==> config.mk <==
export PLATFORM = sky130hd
export DESIGN_NAME = rtpo_port
export DESIGN_NICKNAME = d
export VERILOG_FILES = /design/src/rtl/rtpo_pkg.sv /design/src/rtl/rtpo_regs.sv /design/src/rtl/rtpo_pick.sv /design/src/rtl/rtpo_lane.sv /design/src/rtl/rtpo_shape.sv /design/src/rtl/rtpo_port.sv
export SDC_FILE = /design/constraint.sdc
export NUM_CORES = 1
export LEC_CHECK = 0
export BUFFER_PORTS_ARGS = -buffer_cell sky130_fd_sc_hd__buf_2
export CORE_MARGIN = 5
export CORE_UTILIZATION = 40
export DETAILED_ROUTE_END_ITERATION = 6
export SETUP_SLACK_MARGIN = 0.3
export SYNTH_ARGS = -nofsm -noshare
export SYNTH_HDL_FRONTEND = slang
export SYNTH_SLANG_ARGS = --single-unit
==> constraint.sdc <==
create_clock -name clk_i -period 1.8 [get_ports clk_i]
set_input_delay 0.09 -clock clk_i [delete_from_list [all_inputs] [get_ports clk_i]]
set_output_delay 0.09 -clock clk_i [all_outputs]
set_load 0.02 [all_outputs]
==> src/rtl/rtpo_pkg.sv <==
package rtpo_pkg;
  localparam int DW      = 8;
  localparam int AW      = 2;
  localparam int N_TRIG  = 4;
  localparam int N_PWM   = 3;
  localparam int SEL_W   = 2;
  localparam int GRP_W   = 4;
  localparam int N_GRP   = DW / GRP_W;

  typedef enum logic [AW-1:0] {
    A_CTRL = 2'd0,
    A_TRIG = 2'd1,
    A_DAT0 = 2'd2,
    A_DAT1 = 2'd3
  } addr_e;

  typedef struct packed {
    logic             en_lo;
    logic             en_hi;
    logic [SEL_W-1:0] pwm_sel;
    logic             mode;
    logic [2:0]       port_sel;
  } ctrl_t;

  typedef struct packed {
    logic             pol;
    logic [N_PWM-1:0] pwm_en;
    logic [SEL_W-1:0] sel_hi;
    logic [SEL_W-1:0] sel_lo;
  } trig_t;
endpackage

==> src/rtl/rtpo_regs.sv <==
module rtpo_regs
  import rtpo_pkg::*;
(
  input  logic          clk_i,
  input  logic          rst_ni,
  input  logic          cut_i,
  input  logic          stop_i,
  input  logic          wr_en_i,
  input  logic [AW-1:0] addr_i,
  input  logic [DW-1:0] wdata_i,
  output logic [DW-1:0] rdata_o,
  output ctrl_t         ctrl_o,
  output trig_t         trig_o,
  output logic [DW-1:0] dat0_o,
  output logic [DW-1:0] dat1_o
);
  localparam int CLO_W = DW - 2;

  logic [CLO_W-1:0] ctrl_lo_q;
  trig_t            trig_q;
  logic [DW-1:0]    dat0_q, dat1_q;
  logic             en_lo_q, en_hi_q;
  logic             clr_lo_n, clr_hi_n;
  logic             wr_ctrl;
  ctrl_t            wr_view;

  assign wr_ctrl  = wr_en_i && (addr_i == A_CTRL);
  assign wr_view  = ctrl_t'(wdata_i);
  assign clr_lo_n = rst_ni & ~cut_i;
  assign clr_hi_n = rst_ni & ~stop_i;

  always_ff @(posedge clk_i or negedge rst_ni) begin
    if (!rst_ni) begin
      ctrl_lo_q <= '0;
      trig_q    <= '0;
      dat0_q    <= '0;
      dat1_q    <= '0;
    end else if (wr_en_i) begin
      unique case (addr_e'(addr_i))
        A_CTRL: ctrl_lo_q <= wdata_i[CLO_W-1:0];
        A_TRIG: trig_q    <= trig_t'(wdata_i);
        A_DAT0: dat0_q    <= wdata_i;
        A_DAT1: dat1_q    <= wdata_i;
        default: ;
      endcase
    end
  end

  // group enables: cleared asynchronously by shut-off events
  always_ff @(posedge clk_i or negedge clr_lo_n) begin
    if (!clr_lo_n)    en_lo_q <= 1'b0;
    else if (wr_ctrl) en_lo_q <= wr_view.en_lo;
  end

  always_ff @(posedge clk_i or negedge clr_hi_n) begin
    if (!clr_hi_n)    en_hi_q <= 1'b0;
    else if (wr_ctrl) en_hi_q <= wr_view.en_hi;
  end

  assign ctrl_o = ctrl_t'({en_lo_q, en_hi_q, ctrl_lo_q});
  assign trig_o = trig_q;
  assign dat0_o = dat0_q;
  assign dat1_o = dat1_q;

  always_comb begin
    unique case (addr_e'(addr_i))
      A_CTRL:  rdata_o = ctrl_o;
      A_TRIG:  rdata_o = trig_q;
      A_DAT0:  rdata_o = dat0_q;
      A_DAT1:  rdata_o = dat1_q;
      default: rdata_o = '0;
    endcase
  end
endmodule

==> src/rtl/rtpo_pick.sv <==
module rtpo_pick #(
  parameter int   N    = 4,
  parameter int   W    = 2,
  parameter logic FILL = 1'b0
) (
  input  logic [N-1:0] src_i,
  input  logic [W-1:0] sel_i,
  output logic         pick_o
);
  localparam int M = 1 << W;

  logic [M-1:0] full;

  generate
    if (M > N) begin : g_pad
      assign full = {{(M-N){FILL}}, src_i};
    end else begin : g_exact
      assign full = src_i;
    end
  endgenerate

  assign pick_o = full[sel_i];
endmodule

==> src/rtl/rtpo_lane.sv <==
module rtpo_lane #(
  parameter int W = 4
) (
  input  logic         clk_i,
  input  logic         rst_ni,
  input  logic         load_i,
  input  logic [W-1:0] d_i,
  output logic [W-1:0] q_o
);
  always_ff @(posedge clk_i or negedge rst_ni) begin
    if (!rst_ni)     q_o <= '0;
    else if (load_i) q_o <= d_i;
  end
endmodule

==> src/rtl/rtpo_shape.sv <==
module rtpo_shape #(
  parameter int DW = 8,
  parameter int NP = 3
) (
  input  logic [DW-1:0] q_i,
  input  logic [DW-1:0] act_i,
  input  logic [NP-1:0] pwm_en_i,
  input  logic          pwm_i,
  input  logic          pol_i,
  output logic [DW-1:0] pin_o
);
  generate
    for (genvar i = 0; i < DW; i++) begin : g_bit
      logic lvl;
      if (i < NP) begin : g_mod
        assign lvl = q_i[i] & (~pwm_en_i[i] | pwm_i);
      end else begin : g_plain
        assign lvl = q_i[i];
      end
      assign pin_o[i] = (lvl & act_i[i]) ^ pol_i;
    end
  endgenerate
endmodule

==> src/rtl/rtpo_port.sv <==
module rtpo_port
  import rtpo_pkg::*;
(
  input  logic              clk_i,
  input  logic              rst_ni,
  input  logic              wr_en_i,
  input  logic [AW-1:0]     addr_i,
  input  logic [DW-1:0]     wdata_i,
  output logic [DW-1:0]     rdata_o,
  input  logic [N_TRIG-1:0] trig_i,
  input  logic [N_PWM-1:0]  pwm_i,
  input  logic              cut_i,
  input  logic              stop_i,
  output logic [DW-1:0]     pulse_o
);
  ctrl_t                        ctrl;
  trig_t                        trig;
  logic [DW-1:0]                dat0, dat1;
  logic [N_GRP-1:0]             load;
  logic [N_GRP-1:0][SEL_W-1:0]  grp_sel;
  logic [N_GRP-1:0][GRP_W-1:0]  grp_d, grp_q;
  logic [DW-1:0]                out_q, act;
  logic                         port_on, pwm_sel_lvl;

  rtpo_regs u_regs (
    .clk_i, .rst_ni, .cut_i, .stop_i, .wr_en_i, .addr_i, .wdata_i, .rdata_o,
    .ctrl_o(ctrl), .trig_o(trig), .dat0_o(dat0), .dat1_o(dat1)
  );

  assign grp_sel[0] = trig.sel_lo;
  assign grp_sel[1] = trig.sel_hi;
  assign grp_d[0]   = dat0[GRP_W-1:0];
  assign grp_d[1]   = {dat1[7:6], ctrl.mode ? dat1[5:4] : dat0[5:4]};

  generate
    for (genvar g = 0; g < N_GRP; g++) begin : g_grp
      rtpo_pick #(.N(N_TRIG), .W(SEL_W), .FILL(1'b0)) u_trig_pick (
        .src_i(trig_i), .sel_i(grp_sel[g]), .pick_o(load[g])
      );
      rtpo_lane #(.W(GRP_W)) u_lane (
        .clk_i, .rst_ni, .load_i(load[g]), .d_i(grp_d[g]), .q_o(grp_q[g])
      );
    end
  endgenerate

  assign out_q = grp_q;

  // code past the last source selects constant high: modulation bypassed
  rtpo_pick #(.N(N_PWM), .W(SEL_W), .FILL(1'b1)) u_pwm_pick (
    .src_i(pwm_i), .sel_i(ctrl.pwm_sel), .pick_o(pwm_sel_lvl)
  );

  assign port_on = |ctrl.port_sel;
  assign act     = {{GRP_W{port_on & ctrl.en_hi}}, {GRP_W{port_on & ctrl.en_lo}}};

  rtpo_shape #(.DW(DW), .NP(N_PWM)) u_shape (
    .q_i(out_q), .act_i(act), .pwm_en_i(trig.pwm_en), .pwm_i(pwm_sel_lvl),
    .pol_i(trig.pol), .pin_o(pulse_o)
  );
endmodule

==> flow_summary.yaml <==
place:
  dp_hpwl_um: 3420
  port_buffers: 37
  dp_cells: 251
  place_congestion: 0.753
final_layout:
  nFillCells: 462
  drive_above_1_share_pct: 63.9
  areaGrowthSynthToFinish_pct: 29.0
  multiInputGateArea_mm2: 0.00115
  regArea_mm2: 0.00101
  fin_cells: 272
  n_antenna_cell: 0
  layout.nets: 224
grt:
  grt_usage_pct: 15.8
  grt_pass1_wl_um: 7890
  grt-ovfl-total: 0
  grt_pass1_vias: 1501
  grt_max_degree: 26
  antenna_found_initial: 0
min_path:
  hold_path.class: "input pin to flop"
  min_path_cells: 2
logic_synthesis:
  yosys.area.top_type: "dfrtp_1"
  synthesis.nets: 170
  synth.cell_area_mm2: 0.00209
  synth.distinct_cells: 28
  synth_area_per_cell_um2: 14.1
  synth_cells: 148
  synth-seq-cells: 40
  synth_top_area_share_pct: 47.8
  yosysSeqAreaShare_pct: 47.8
  ys.warnings.count: 0
  ys_top_cells_by_area: "dfrtp_1 (48%), mux2_2 (18%), mux4_2 (8.6%)"
drt:
  drt-wirelength-per-cell_um: 18.4
  firstDrtPassIters: 4
  wl_met1_um: 2180
  ant_nets: 0
  vias: 1483
  drt_iter0_markers: 53
  drc: 0
  vias_per_cell: 5.45
  wl_met3_um: 295
  drt_wl_total_um: 5000
  routed-wl-met2_um: 2470
  top_layer_used: "met4"
sta:
  fin_crit_ps: 1650
  tightest_slew_ps: 516
  setup_violations: 0
  tns_ps: 0
  skew_ps: 6.24
  rsz0062_at_grt: "yes"
  final-max-slew-violation-count: 0
  slew_headroom_pct: 65.6
  fin_crit_sh_pct: 91.7
  final_hold_viol_count: 0
  fmax_mhz: 606
power:
  vdd_drop_max_v: 0.000460
  pwr_density_cell_mw_per_mm2: 1140
  power_leakage_nw: 1.13
outcome:
  outcome: "finished clean"
clock_network:
  clockRootBuffer: "clkbuf_8"
  numCtsBuffers: 5
  cts.sinks: 40
  cts_buffer_depth: 2
  clk_pin_slew_worst_paths_ps: 80
  clk_latency_ps: 290
  htree_levels: 2
  cts_tree: "built"
worst_setup_path:
  end_kind: "output port"
  rr_worst_depth: 2
  crit_path_max_fanout: 7
  worstSetupPathType: "flop to output port"
  slowest_stage: "dfrtp_2"
  path_cells: "o31a_1, nand2_1, xnor2_1, buf_4"
  crit_required_ps: 1710
  slowest_delay_ps: 480
  startpoint_type: "flop"
  arrival_ps: 1560
floorplanning:
  fp.dieH_um: 82.3
  core.rowCount: 26
  chipWidth_um: 82.3
  io_pins: 38
  die-area_mm2: 0.00678
  core_area_mm2: 0.00511
  floorplan.initialDensity_pct: 41.0
job:
  cap_violations: 0
registers in the layout (all words and copies together) (netlist names):
register          cells
u_regs.trig_o         8
u_regs.ctrl_lo_q      6
u_regs.en_hi_q        1
u_regs.dat0_o         8
u_regs.en_lo_q        1
u_regs.dat1_o         8
g_grp.u_lane.q_o      8
routing by layer:
metal / up-vias / GRT usage (%)
met5: - / 0
li1: 683 / -
met4: 0 / 3.99
met2: 46 / 24.8
met3: 5 / 4.45
met1: 749 / 21.5
Yosys cell counts:
cell       number
mux2_2         33
nor2_1          3
nand3_2         1
nor2b_1         2
nand4b_1        3
xnor2_1         5
nand3b_2        2
buf_2           1
nand2b_1        3
o32ai_1         3
mux2_4          2
nand4_1         1
mux2i_1         3
o31a_1          1
buf_4           2
o2111ai_1       3
o311ai_0        4
or2_2           3
nand2_1        12
dfrtp_1        40
nor3b_4         1
mux2_1          4
clkbuf_2        1
clkbuf_1        2
mux4_2          8
nor4bb_1        1
a21oi_1         2
mux4_1          2
kinds of logic (layout without fill, tap and decap cells):
group / Yosys count / after routing / share of synthesized area (%)
xor gates and xnor gates: 5 / 5 / 2.09
and+or+nand+nor: 32 / 32 / 9.56
buffers and inverters: 6 / 60 / 1.55
AOI/OAI and AO/OA: 13 / 13 / 5.08
muxes: 52 / 52 / 33.9
DFF: 40 / 40 / 47.8
placed cells by master, fill, tap and decap left out, types with 5 or more instances in the layout:
master | synthesis | final
buf_6 | 0 | 10
nand2_1 | 12 | 11
buf_2 | 1 | 25
dfrtp_1 | 40 | 31
clkbuf_8 | 0 | 5
mux4_2 | 8 | 10
dfrtp_2 | 0 | 9
mux2_2 | 33 | 32
buf_4 | 2 | 14
area by class of cell:
| cell class | count | area share [%] |
|---|---|---|
| multi-input cells | 102 | 42.4 |
| flip-flops and latches | 40 | 37.5 |
| repair buffers | 53 | 14.0 |
| well taps | 70 | 3.24 |
| clock buffers | 6 | 2.69 |
| clock inverters | 1 | 0.185 |
repair_timing:
action,CTS,global route
setup endpoints to repair,15,18
pin swaps,4,2
buffers inserted,5,6
gates resized for setup,32,19
endpoints found under the hold margin,17,0
hold buffers,3,0
where the power goes:
part | internal (mW) | leakage, nW | total (mW) | switching (mW)
combinational | 0.661 | 0.627 | 1.20 | 0.538
sequential | 1.12 | 0.464 | 1.33 | 0.215
clock | 0.264 | 0.0410 | 0.559 | 0.296
total | 2.04 | 1.13 | 3.09 | 1.05
metrics by stage:
step / util (%) / hold slack [ps] / power (mW) / cell area, um2 / setup WS, ps
2_1_floorplan: - / -206 / 1.95 / 2090 / 445
3_3_place_gp: 46.0 / -29.5 / 2.23 / 2350 / 302
3_5_place_dp: 46.0 / -26.7 / 2.26 / 2350 / 268
4_1_cts: 50.3 / 71.4 / 2.98 / 2570 / 150
5_1_grt: 52.9 / 65.5 / 3.28 / 2700 / 73.0
6_report: 52.9 / 77.3 / 3.09 / 2700 / 150
worst max-delay path: cells and delay by family (launching register included):
kind / cells / cell delay, ps
simple gates: 1 / 100
compound gates: 1 / 410
xor+xnor: 1 / 120
buf+inv: 1 / 170
flops: 1 / 480
worst paths after layout:
kind / end / slack [ps] / start
setup / recovery: pulse_o[7] / 150 / u_regs.ctrl_lo_q[2]
hold / removal: u_regs.en_lo_q / 80 / wdata_i[7]
setup reg to reg: g_grp[1].u_lane.q_o[3] / 310 / u_regs.trig_o[2]
hold reg to reg: g_grp[0].u_lane.q_o[3] / 500 / g_grp[0].u_lane.q_o[3]
max in group asynchronous: u_regs.en_lo_q / 740 / rst_ni
min in group asynchronous: u_regs.en_hi_q / 210 / stop_i
Note: power is estimated with default switching activity, not from simulation.
